`config.mk`:
```
export PLATFORM = sky130hd
export DESIGN_NAME = ecc_err_unit
export DESIGN_NICKNAME = d
export VERILOG_FILES = /design/src/rtl/ecc_err_pkg.sv /design/src/rtl/sbe_limit_counter.sv /design/src/rtl/err_snapshot.sv /design/src/rtl/wr_inject.sv /design/src/rtl/ecc_err_unit.sv
export SDC_FILE = /design/constraint.sdc
export NUM_CORES = 1
export LEC_CHECK = 0
export BUFFER_PORTS_ARGS = -buffer_cell sky130_fd_sc_hd__buf_2
export CELL_PAD_IN_SITES_DETAIL_PLACEMENT = 1
export CELL_PAD_IN_SITES_GLOBAL_PLACEMENT = 2
export CORE_MARGIN = 10
export CORE_UTILIZATION = 35
export CTS_BUF_LIST = sky130_fd_sc_hd__clkbuf_8 sky130_fd_sc_hd__clkbuf_16
export DETAILED_ROUTE_END_ITERATION = 8
export GPL_TIMING_DRIVEN = 0
export PLACE_DENSITY_LB_ADDON = 0.1
export SYNTH_ARGS = -nofsm -noshare
export SYNTH_HDL_FRONTEND = slang
export SYNTH_HIERARCHICAL = 1
export SYNTH_SLANG_ARGS = --single-unit
```
`constraint.sdc`:
```
create_clock -name clk -period 8.48 [get_ports clk]
set_input_delay 0.424 -clock clk [delete_from_list [all_inputs] [get_ports clk]]
set_output_delay 0.424 -clock clk [all_outputs]
set_load 0.02 [all_outputs]
```
`src/rtl/ecc_err_pkg.sv`:
```
package ecc_err_pkg;
  localparam int ADDR_W      = 4;
  localparam int THR_LSB     = 16;
  localparam int INJ_ARM_BIT = 8;
  localparam int CFG_ON_BIT  = 0;
  localparam int CFG_NAR_BIT = 1;

  typedef enum logic [ADDR_W-1:0] {
    RA_FLAGS  = 4'd0,
    RA_IRQMSK = 4'd1,
    RA_SUPPR  = 4'd2,
    RA_LIMIT  = 4'd3,
    RA_CAPHI  = 4'd4,
    RA_CAPLO  = 4'd5,
    RA_CAPSYN = 4'd6,
    RA_CAPADR = 4'd7,
    RA_INJHI  = 4'd8,
    RA_INJLO  = 4'd9,
    RA_INJCTL = 4'd10,
    RA_CFG    = 4'd11
  } reg_sel_e;

  typedef struct packed {
    logic multi;
    logic single;
  } err_pair_t;
endpackage

```
`src/rtl/sbe_limit_counter.sv`:
```
module sbe_limit_counter #(
  parameter int CNT_W = 8
) (
  input  logic             clk,
  input  logic             rst_n,
  input  logic             clr,
  input  logic             inc,
  input  logic [CNT_W-1:0] limit,
  output logic             hit
);
  logic [CNT_W-1:0] cnt_q, cnt_d;
  logic [CNT_W:0]   cnt_nx;
  logic             armed;

  assign armed  = (limit != '0);
  assign cnt_nx = {1'b0, cnt_q} + 1'b1;
  assign hit    = inc && armed && (cnt_nx == {1'b0, limit});

  always_comb begin
    cnt_d = cnt_q;
    if (clr)               cnt_d = '0;
    else if (hit)          cnt_d = '0;
    else if (inc && armed) cnt_d = cnt_nx[CNT_W-1:0];
  end

  always_ff @(posedge clk or negedge rst_n) begin
    if (!rst_n) cnt_q <= '0;
    else        cnt_q <= cnt_d;
  end


  cnt_below_limit_chk: assert property (@(posedge clk) disable iff (!rst_n)
    armed |-> (cnt_q < limit));
endmodule

```
`src/rtl/err_snapshot.sv`:
```
module err_snapshot #(
  parameter int WORD_W = 32,
  parameter int SYN_W  = 8
) (
  input  logic              clk,
  input  logic              rst_n,
  input  logic              take,
  input  logic              frozen,
  input  logic              narrow,
  input  logic [WORD_W-1:0] in_hi,
  input  logic [WORD_W-1:0] in_lo,
  input  logic [SYN_W-1:0]  in_syn,
  input  logic [WORD_W-1:0] in_addr,
  output logic [WORD_W-1:0] cap_hi,
  output logic [WORD_W-1:0] cap_lo,
  output logic [SYN_W-1:0]  cap_syn,
  output logic [WORD_W-1:0] cap_addr
);
  logic load;
  logic [WORD_W-1:0] hi_d;

  assign load = take && !frozen;
  assign hi_d = narrow ? '0 : in_hi;

  always_ff @(posedge clk or negedge rst_n) begin
    if (!rst_n) begin
      cap_hi   <= '0;
      cap_lo   <= '0;
      cap_syn  <= '0;
      cap_addr <= '0;
    end else if (load) begin
      cap_hi   <= hi_d;
      cap_lo   <= in_lo;
      cap_syn  <= in_syn;
      cap_addr <= in_addr;
    end
  end


  cap_frozen_chk: assert property (@(posedge clk) disable iff (!rst_n)
    frozen |=> ($stable(cap_lo) && $stable(cap_addr) && $stable(cap_syn) && $stable(cap_hi)));
endmodule

```
`src/rtl/wr_inject.sv`:
```
module wr_inject #(
  parameter int WORD_W = 32,
  parameter int SYN_W  = 8
) (
  input  logic [2*WORD_W-1:0] data_in,
  input  logic [SYN_W-1:0]    ecc_in,
  input  logic [WORD_W-1:0]   mask_hi,
  input  logic [WORD_W-1:0]   mask_lo,
  input  logic [SYN_W-1:0]    mask_ecc,
  input  logic                armed,
  input  logic                narrow,
  output logic [2*WORD_W-1:0] data_out,
  output logic [SYN_W-1:0]    ecc_out
);
  localparam int N_WORDS = 2;

  for (genvar g = 0; g < N_WORDS; g++) begin : g_word
    logic [WORD_W-1:0] m;
    if (g == 0) begin : g_lo
      assign m = armed ? mask_lo : '0;
    end else begin : g_hi
      assign m = (armed && !narrow) ? mask_hi : '0;
    end
    assign data_out[g*WORD_W +: WORD_W] = data_in[g*WORD_W +: WORD_W] ^ m;
  end

  assign ecc_out = ecc_in ^ (armed ? mask_ecc : '0);
endmodule

```
`src/rtl/ecc_err_unit.sv`:
```
module ecc_err_unit
  import ecc_err_pkg::*;
#(
  parameter int WORD_W = 32,
  parameter int SYN_W  = 8,
  parameter int LIM_W  = 8
) (
  input  logic                clk,
  input  logic                rst_n,
  input  logic [ADDR_W-1:0]   reg_addr,
  input  logic                reg_wen,
  input  logic [WORD_W-1:0]   reg_wdata,
  output logic [WORD_W-1:0]   reg_rdata,
  input  logic                err_valid,
  input  logic                err_single,
  input  logic                err_multi,
  input  logic [WORD_W-1:0]   err_data_hi,
  input  logic [WORD_W-1:0]   err_data_lo,
  input  logic [SYN_W-1:0]    err_syn,
  input  logic [WORD_W-1:0]   err_addr,
  input  logic [2*WORD_W-1:0] wr_data_in,
  input  logic [SYN_W-1:0]    wr_ecc_in,
  output logic [2*WORD_W-1:0] wr_data_out,
  output logic [SYN_W-1:0]    wr_ecc_out,
  output logic                irq,
  output logic                ecc_on,
  output logic                narrow_bus
);
  localparam int PAD_W = WORD_W - 2;

  // reset: asserted asynchronously, released on the clock
  logic [1:0] rsync_q;
  logic       rst_i_n;
  always_ff @(posedge clk or negedge rst_n) begin
    if (!rst_n) rsync_q <= 2'b00;
    else        rsync_q <= {rsync_q[0], 1'b1};
  end
  assign rst_i_n = rsync_q[1];

  err_pair_t         flags_q, flags_d, irqm_q, irqm_d, supp_q, supp_d;
  logic [LIM_W-1:0]  lim_q, lim_d;
  logic [WORD_W-1:0] ihi_q, ihi_d, ilo_q, ilo_d, ictl_q, ictl_d;
  logic [1:0]        cfg_q, cfg_d;
  logic [WORD_W-1:0] cap_hi, cap_lo, cap_addr;
  logic [SYN_W-1:0]  cap_syn;
  logic              sbe_acc, mbe_acc, sbe_hit, lim_wr, frozen;
  reg_sel_e          sel;

  assign sel     = reg_sel_e'(reg_addr);
  assign sbe_acc = err_valid && err_single && cfg_q[CFG_ON_BIT] && !supp_q.single;
  assign mbe_acc = err_valid && err_multi  && cfg_q[CFG_ON_BIT] && !supp_q.multi;
  assign lim_wr  = reg_wen && (sel == RA_LIMIT);
  assign frozen  = flags_q.single || flags_q.multi;

  sbe_limit_counter #(.CNT_W(LIM_W)) u_cnt (
    .clk(clk), .rst_n(rst_i_n), .clr(lim_wr), .inc(sbe_acc),
    .limit(lim_q), .hit(sbe_hit)
  );

  err_snapshot #(.WORD_W(WORD_W), .SYN_W(SYN_W)) u_cap (
    .clk(clk), .rst_n(rst_i_n), .take(sbe_hit || mbe_acc), .frozen(frozen),
    .narrow(cfg_q[CFG_NAR_BIT]), .in_hi(err_data_hi), .in_lo(err_data_lo),
    .in_syn(err_syn), .in_addr(err_addr), .cap_hi(cap_hi), .cap_lo(cap_lo),
    .cap_syn(cap_syn), .cap_addr(cap_addr)
  );

  wr_inject #(.WORD_W(WORD_W), .SYN_W(SYN_W)) u_inj (
    .data_in(wr_data_in), .ecc_in(wr_ecc_in), .mask_hi(ihi_q), .mask_lo(ilo_q),
    .mask_ecc(ictl_q[SYN_W-1:0]), .armed(ictl_q[INJ_ARM_BIT]),
    .narrow(cfg_q[CFG_NAR_BIT]), .data_out(wr_data_out), .ecc_out(wr_ecc_out)
  );

  // next state of the host-visible registers
  always_comb begin
    flags_d = flags_q;
    irqm_d  = irqm_q;
    supp_d  = supp_q;
    lim_d   = lim_q;
    ihi_d   = ihi_q;
    ilo_d   = ilo_q;
    ictl_d  = ictl_q;
    cfg_d   = cfg_q;
    if (reg_wen) begin
      case (sel)
        RA_FLAGS:  flags_d = flags_q & ~err_pair_t'(reg_wdata[1:0]);
        RA_IRQMSK: irqm_d  = err_pair_t'(reg_wdata[1:0]);
        RA_SUPPR:  supp_d  = err_pair_t'(reg_wdata[1:0]);
        RA_LIMIT:  lim_d   = reg_wdata[THR_LSB +: LIM_W];
        RA_INJHI:  ihi_d   = reg_wdata;
        RA_INJLO:  ilo_d   = reg_wdata;
        RA_INJCTL: ictl_d  = reg_wdata;
        RA_CFG:    cfg_d   = reg_wdata[1:0];
        default: ;
      endcase
    end
    if (sbe_hit) flags_d.single = 1'b1;
    if (mbe_acc) flags_d.multi  = 1'b1;
  end

  always_ff @(posedge clk or negedge rst_i_n) begin
    if (!rst_i_n) begin
      flags_q <= '0;
      irqm_q  <= '0;
      supp_q  <= '0;
      lim_q   <= '0;
      ihi_q   <= '0;
      ilo_q   <= '0;
      ictl_q  <= '0;
      cfg_q   <= '0;
    end else begin
      flags_q <= flags_d;
      irqm_q  <= irqm_d;
      supp_q  <= supp_d;
      lim_q   <= lim_d;
      ihi_q   <= ihi_d;
      ilo_q   <= ilo_d;
      ictl_q  <= ictl_d;
      cfg_q   <= cfg_d;
    end
  end

  always_comb begin
    reg_rdata = '0;
    case (sel)
      RA_FLAGS:  reg_rdata = {{PAD_W{1'b0}}, flags_q};
      RA_IRQMSK: reg_rdata = {{PAD_W{1'b0}}, irqm_q};
      RA_SUPPR:  reg_rdata = {{PAD_W{1'b0}}, supp_q};
      RA_LIMIT:  reg_rdata[THR_LSB +: LIM_W] = lim_q;
      RA_CAPHI:  reg_rdata = cap_hi;
      RA_CAPLO:  reg_rdata = cap_lo;
      RA_CAPSYN: reg_rdata[SYN_W-1:0] = cap_syn;
      RA_CAPADR: reg_rdata = cap_addr;
      RA_INJHI:  reg_rdata = ihi_q;
      RA_INJLO:  reg_rdata = ilo_q;
      RA_INJCTL: reg_rdata = ictl_q;
      RA_CFG:    reg_rdata = {{PAD_W{1'b0}}, cfg_q};
      default:   reg_rdata = '0;
    endcase
  end

  assign irq        = |(flags_q & irqm_q);
  assign ecc_on     = cfg_q[CFG_ON_BIT];
  assign narrow_bus = cfg_q[CFG_NAR_BIT];


  w1c_clears_chk: assert property (@(posedge clk) disable iff (!rst_i_n)
    (reg_wen && sel == RA_FLAGS && reg_wdata[0] && !sbe_hit) |=> !flags_q.single);

  sbe_flag_src_chk: assert property (@(posedge clk) disable iff (!rst_i_n)
    $rose(flags_q.single) |-> $past(sbe_hit));

  mbe_flag_src_chk: assert property (@(posedge clk) disable iff (!rst_i_n)
    $rose(flags_q.multi) |-> $past(mbe_acc));

  suppressed_mbe_chk: assert property (@(posedge clk) disable iff (!rst_i_n)
    ((supp_q.multi || !cfg_q[CFG_ON_BIT]) && !flags_q.multi) |=> !flags_q.multi);
endmodule

```
* Word level (Yosys, flattened, before mapping) *
Index checks and enable logic that the tools add are counted.
W data, S select, Z words.

operators by class
  $add $sub $neg = 1
  eq/ne operators = 12
  mux-type cells = 15
  bitwise operators = 6
  reductions and logical operators = 34

operators by type and width
  operator               count
  $mux W32               3
  $pmux W8 S6            2
  $pmux W8 S11           1
  $xor A32 B32 Y32       2
  $pmux W8 S7            1
  $mux W8                4
  $reduce_and A2 Y1      9
  $eq A4 B3 Y1 const B   4
  $eq A4 B4 Y1 const B   4
  $logic_and A1 B1 Y1    11
  $add A8 B1 Y9 const B  1
  $eq A9 B8 Y1           1
  $eq A4 B2 Y1 const B   2
  $reduce_bool A2 Y1     4
  $reduce_bool A8 Y1     1
  $xor A8 B8 Y8          1
  $and A2 B2 Y2          2
  $eq A4 B1 Y1 const B   1
  $logic_not A1 Y1       4
  $logic_not A4 Y1       1
  $mux W2                2
  $reduce_bool A3 Y1     1
  $logic_or A1 B1 Y1     2
  $mux W1                2
  other kinds (2)        2

word-level totals
  register bits = 226
  input bits = 218
  output and inout port bits = 107
  word-level logic and storage cells = 85

* Longest topological paths before layout *
  depth in word-level cells = 7
  gate-level depth with buffers = 14
  gate-level depth less buffers = 9

* Cells and area by module *
The synthesis kept the hierarchy.

modules (own cells, without submodules)
  module             times used  cells each  area an instance (µm²)  seq. area each (µm²)
  ecc_err_unit       1           513         6,321.1                 2,852.7
  err_snapshot       1           256         4,356.7                 2,602.5
  wr_inject          1           155         1,137.3                 0.0
  sbe_limit_counter  1           81          755.7                   200.2

* Least setup slack after synthesis *
Ideal clock, no wire load.

  path type = reg-to-reg
  start point = register u_cnt.cnt_q[0]
  end point = register u_cap.cap_hi[0]
  setup time = 0.125 ns
  arrival time = 2.591 ns
  data required time = 8.355 ns
  slack = 5.764 ns
  stages on the path, launching flop included = 14
  buffers on the path = 4
  clock period less this slack = 2.716 ns
  path through = dfrtp_1 ha_1 and3_2 and3_1 xnor2_1 nor3_1 and4_1 buf_6 a41o_1 nor2b_4 buf_6 buf_8 buf_6 mux2_4

between the ends
  longest elaborated chain between the ends = 5

RTL lines
  what                    line                     RTL
  start, declared         sbe_limit_counter.sv:11  logic [CNT_W-1:0] cnt_q, cnt_d;
  start signal, assigned  sbe_limit_counter.sv:28  else cnt_q <= cnt_d;
  $add A8 B1 Y9           sbe_limit_counter.sv:16  assign cnt_nx = {1'b0, cnt_q} + 1'b1;
  $eq A9 B8 Y1            sbe_limit_counter.sv:17  assign hit = inc && armed && (cnt_nx == {1'b0, limit});
  $logic_and A1 B1 Y1     sbe_limit_counter.sv:17
  named net sbe_hit       ecc_err_unit.sv:46       logic sbe_acc, mbe_acc, sbe_hit, lim_wr, frozen;
  $logic_or A1 B1 Y1      ecc_err_unit.sv:61       .clk(clk), .rst_n(rst_i_n), .take(sbe_hit || mbe_acc), .frozen(frozen),
  $logic_and A1 B1 Y1     err_snapshot.sv:22       assign load = take && !frozen;
  end signal, assigned    err_snapshot.sv:32       cap_hi <= hi_d;
  end, declared           err_snapshot.sv:14       output logic [WORD_W-1:0] cap_hi,

The timed path passes the listed nets, and every way through them passes these cells.
A chain may end at the register's enable or synchronous reset.

* Worst setup path in the final report *
  start point = input reg_addr[2]
  end point = output reg_rdata[27]

between the ends
  longest elaborated chain between the ends = 2
  elaborated cells between the ends (all ways) = 7
  those cells by class = eq/ne: 6; mux: 1

RTL lines
  what                                                 line                 RTL
  start, declared                                      ecc_err_unit.sv:10   input logic [ADDR_W-1:0] reg_addr,
  $eq A4 B4 Y1 / $eq A4 B3 Y1 (equally long branches)  ecc_err_unit.sv:124  case (sel)
  $pmux W8 S6 (*)                                      ecc_err_unit.sv:124
  end, declared                                        ecc_err_unit.sv:13   output logic [WORD_W-1:0] reg_rdata,

Mark *: on every way between the ends. The rest lies on a longest branch, timed or not.

==> metrics.cfg <==
[route]
via_count = 9770
drt_iter0_drc = 686
wire_per_inst_um = 28.0
totalWireLength_um = 51700
drc_errors = 0
drtPass1Iterations = 5
drt-vias-per-instance = 5.28
postRouteAntennaNets = 0

[sta]
finalSetupViolCount = 0
whs_ns = 0.0871
slew_viol_final = 0
finalWorstSetupSlack_ns = 5.13
worstMarginPinSlew_ns = 1.49
fin_crit_sh = 0.395
max_slew_margin = 0.00189
skew_ns = 0.0194
fmax_mhz = 298
hold_viol_final = 0
rsz0062_at_grt = false
fin_crit_ns = 3.35

[floorplanning]
core_area_mm2 = 0.0355
pin_count = 325
die_h_um = 210
start_util = 0.354
die_w_um = 210
die_area_mm2 = 0.0439
row_count = 69

[yosys]
synth_ff_type = dfrtp_1
ys_ff_latch = 226
synth.area.top_cells = dfrtp_1 (45%), mux2_2 (15%), mux2_4 (7.3%)
yosysTopAreaCellShare = 0.450
synth_top_area_cell = dfrtp_1
avgSynthCellArea_um2 = 12.5
synth_warnings = 6
synth_edf_count = 0
seq_area_frac_synth = 0.450
syn_inst = 1005
netlist_area_mm2 = 0.0126
synth.distinct_cells = 76
synth_fp_nets = 1224
synthArstFlopShare = 1.00

[setup_path]
end_kind = primary output
path_cells = buf_2, clkbuf_1, nor3b_2, a32oi_1, o221ai_1, buf_2
worstSetupPathType = input pin to primary output
crit_path_top_delay_cell = nor3b_2
crit_path_start_kind = input pin
cp_data_arrival_time_ns = 2.93
crit_top_cell = buf_2
cp_slowest_stage_delay_ns = 1.01
required_ns = 8.06
cp_max_fo = 10

[cells_and_area]
fillCellCount = 3861
multi_input_area_mm2 = 0.00630
fin_cells = 1849
final_common_cell = buf_2
drive_above_1_share = 0.502
area_growth_pct = 26.0
final_cell_mix = buf_2 (344), dfrtp_1 (225), mux2_2 (173), xnor2_1 (75), mux2_4 (61)
nets = 1582
regArea_mm2 = 0.00566

[clock_network]
cts_made_buffers = 29
numClockSinks = 226
cts-resized-gates = 0
ctsLongestPathBuffers = 3
cts.reportedPaths.clkPinSlew_ns = 0.06
root_buffer = clkbuf_16
cts_tree = done
clock_latency_ns = 0.56
cts_max_level = 1

[pwr]
p_per_area_mw_per_mm2 = 262
switching_share = 0.327
pwr-share-seq = 0.407
p_int_mw = 2.79
pwr-share-clk = 0.299
total_leakage_power_nw = 7.29
switching_power_mw = 1.35
ir_worst_vdd_mv = 0.145
combPwrFrac = 0.295

[global_route]
grt_pass1_vias = 10702
grt_first_pass_wirelength_um = 74300
grtUsageTotal = 0.226
overflow = 0
grt_max_degree = 67
antenna_found_initial = 7

[run_status]
violations = max-capacitance violations
status = complete, but fails checks

[placement]
dp_hpwl_um = 39200
port-buffer-count = 323
dp_slack_ns = 5.24
place_inst = 1792
routabilityCongestion = 0.840

[hold_path]
hold_path.class = input pin to flip-flop

[job]
max_cap_violations = 1

state kept, by name, indices dropped and copies added (netlist names):
register and count:
u_cap/cap_syn 8, ihi_q 32, u_cap/cap_hi 32, supp_q 2, flags_q 2, u_cnt/cnt_q 8
u_cap/cap_addr 32, irqm_q 2, ilo_q 32, cfg_q 2, lim_q 8, rsync_q 2
u_cap/cap_lo 32, ictl_q 32
critical path: cells and delay by family:
family                 cells  cell delay (ns)
AND/OR/NAND/NOR            1             1.01
AO/OA/AOI/OAI              2             0.53
buffers and inverters      3             0.95
layout make-up:
cell class,count,area share
diodes,3,0.000474
repair buffers,327,0.108
clock buffers,33,0.0493
inverters,8,0.00190
plain buffers,76,0.0376
clock inverters,20,0.0111
flip-flops and latches,226,0.357
multi-input cells,695,0.398
well taps,461,0.0364
what timing repair did:
item / CTS / global route
buffers inserted: 0 / 0
endpoints found under the hold margin: 2 / 0
hold buffers: 1 / 0
logic make-up (layout without fill, tap and decap cells):
group	after synthesis	in the layout	synth area share
AO/OA/AOI/OAI	133	133	0.0804
multiplexers	246	246	0.239
flip-flops	226	226	0.450
other	1	4	0.000298
XOR/XNOR	81	81	0.0564
adder cells (fa/ha/maj)	1	1	0.000995
buffers and inverters	84	464	0.0498
AND/OR/NAND/NOR	233	233	0.123
metrics by stage:
stage	TNS (ns)	power, mW	instance area (um2)	utilization
finish	0	4.14	15800	0.446
global route	0	4.35	15800	0.446
CTS	0	4.18	15800	0.446
detailed placement	0	2.93	14900	0.419
global placement	-342.23	2.89	14800	0.416
floorplan	0	2.44	12600	-
synth_stat cells (6+ instances only):
cell / number
a32oi_1: 12
o221ai_1: 14
nand3_1: 9
mux2_1: 6
nor4_2: 6
and3_1: 7
o211ai_1: 7
clkbuf_1: 12
nand2_1: 51
a21oi_1: 14
buf_6: 27
and2b_1: 17
buf_4: 8
mux2_4: 61
nand2b_1: 7
nor2b_1: 24
inv_1: 7
nand3b_1: 46
dfrtp_1: 226
xnor2_1: 75
o21ai_0: 11
mux2_2: 173
a221oi_1: 6
buf_2: 21
a22oi_1: 41
xor2_1: 6
nor2_1: 12
power by group through the flow:
stage | logic [mW] | clock network, mW | registers [mW]
after floorplan | 0.849 | 0 | 1.59
after global placement | 1.18 | 0 | 1.71
after detailed placement | 1.23 | 0 | 1.70
after CTS | 1.24 | 1.26 | 1.68
after global routing | 1.31 | 1.31 | 1.73
final | 1.22 | 1.24 | 1.68
worst paths after layout:
path / depth (start not counted) / startpoint / slack [ns] / endpoint
hold reg to reg: 0 / rsync_q[0] / 0.35 / rsync_q[1]
max in group asynchronous: 2 / rsync_q[1] / 6.98 / ilo_q[15]
setup / recovery: 6 / reg_addr[2] / 5.13 / reg_rdata[27]
hold / removal: 2 / err_addr[13] / 0.09 / u_cap/cap_addr[13]
min in group asynchronous: 2 / rst_n / 0.19 / rsync_q[0]
setup reg to reg: 12 / u_cnt/cnt_q[0] / 5.25 / u_cap/cap_addr[14]
metal layers:
layer  GRT usage  wire length [um]  vias up
met5           0                48        -
met4      0.0504              1000        8
met3      0.0576              3790       61
met2       0.374             24700      322
met1       0.291             22100     4968
li1            -                 -     4411
(Power assumes the default switching activity.)
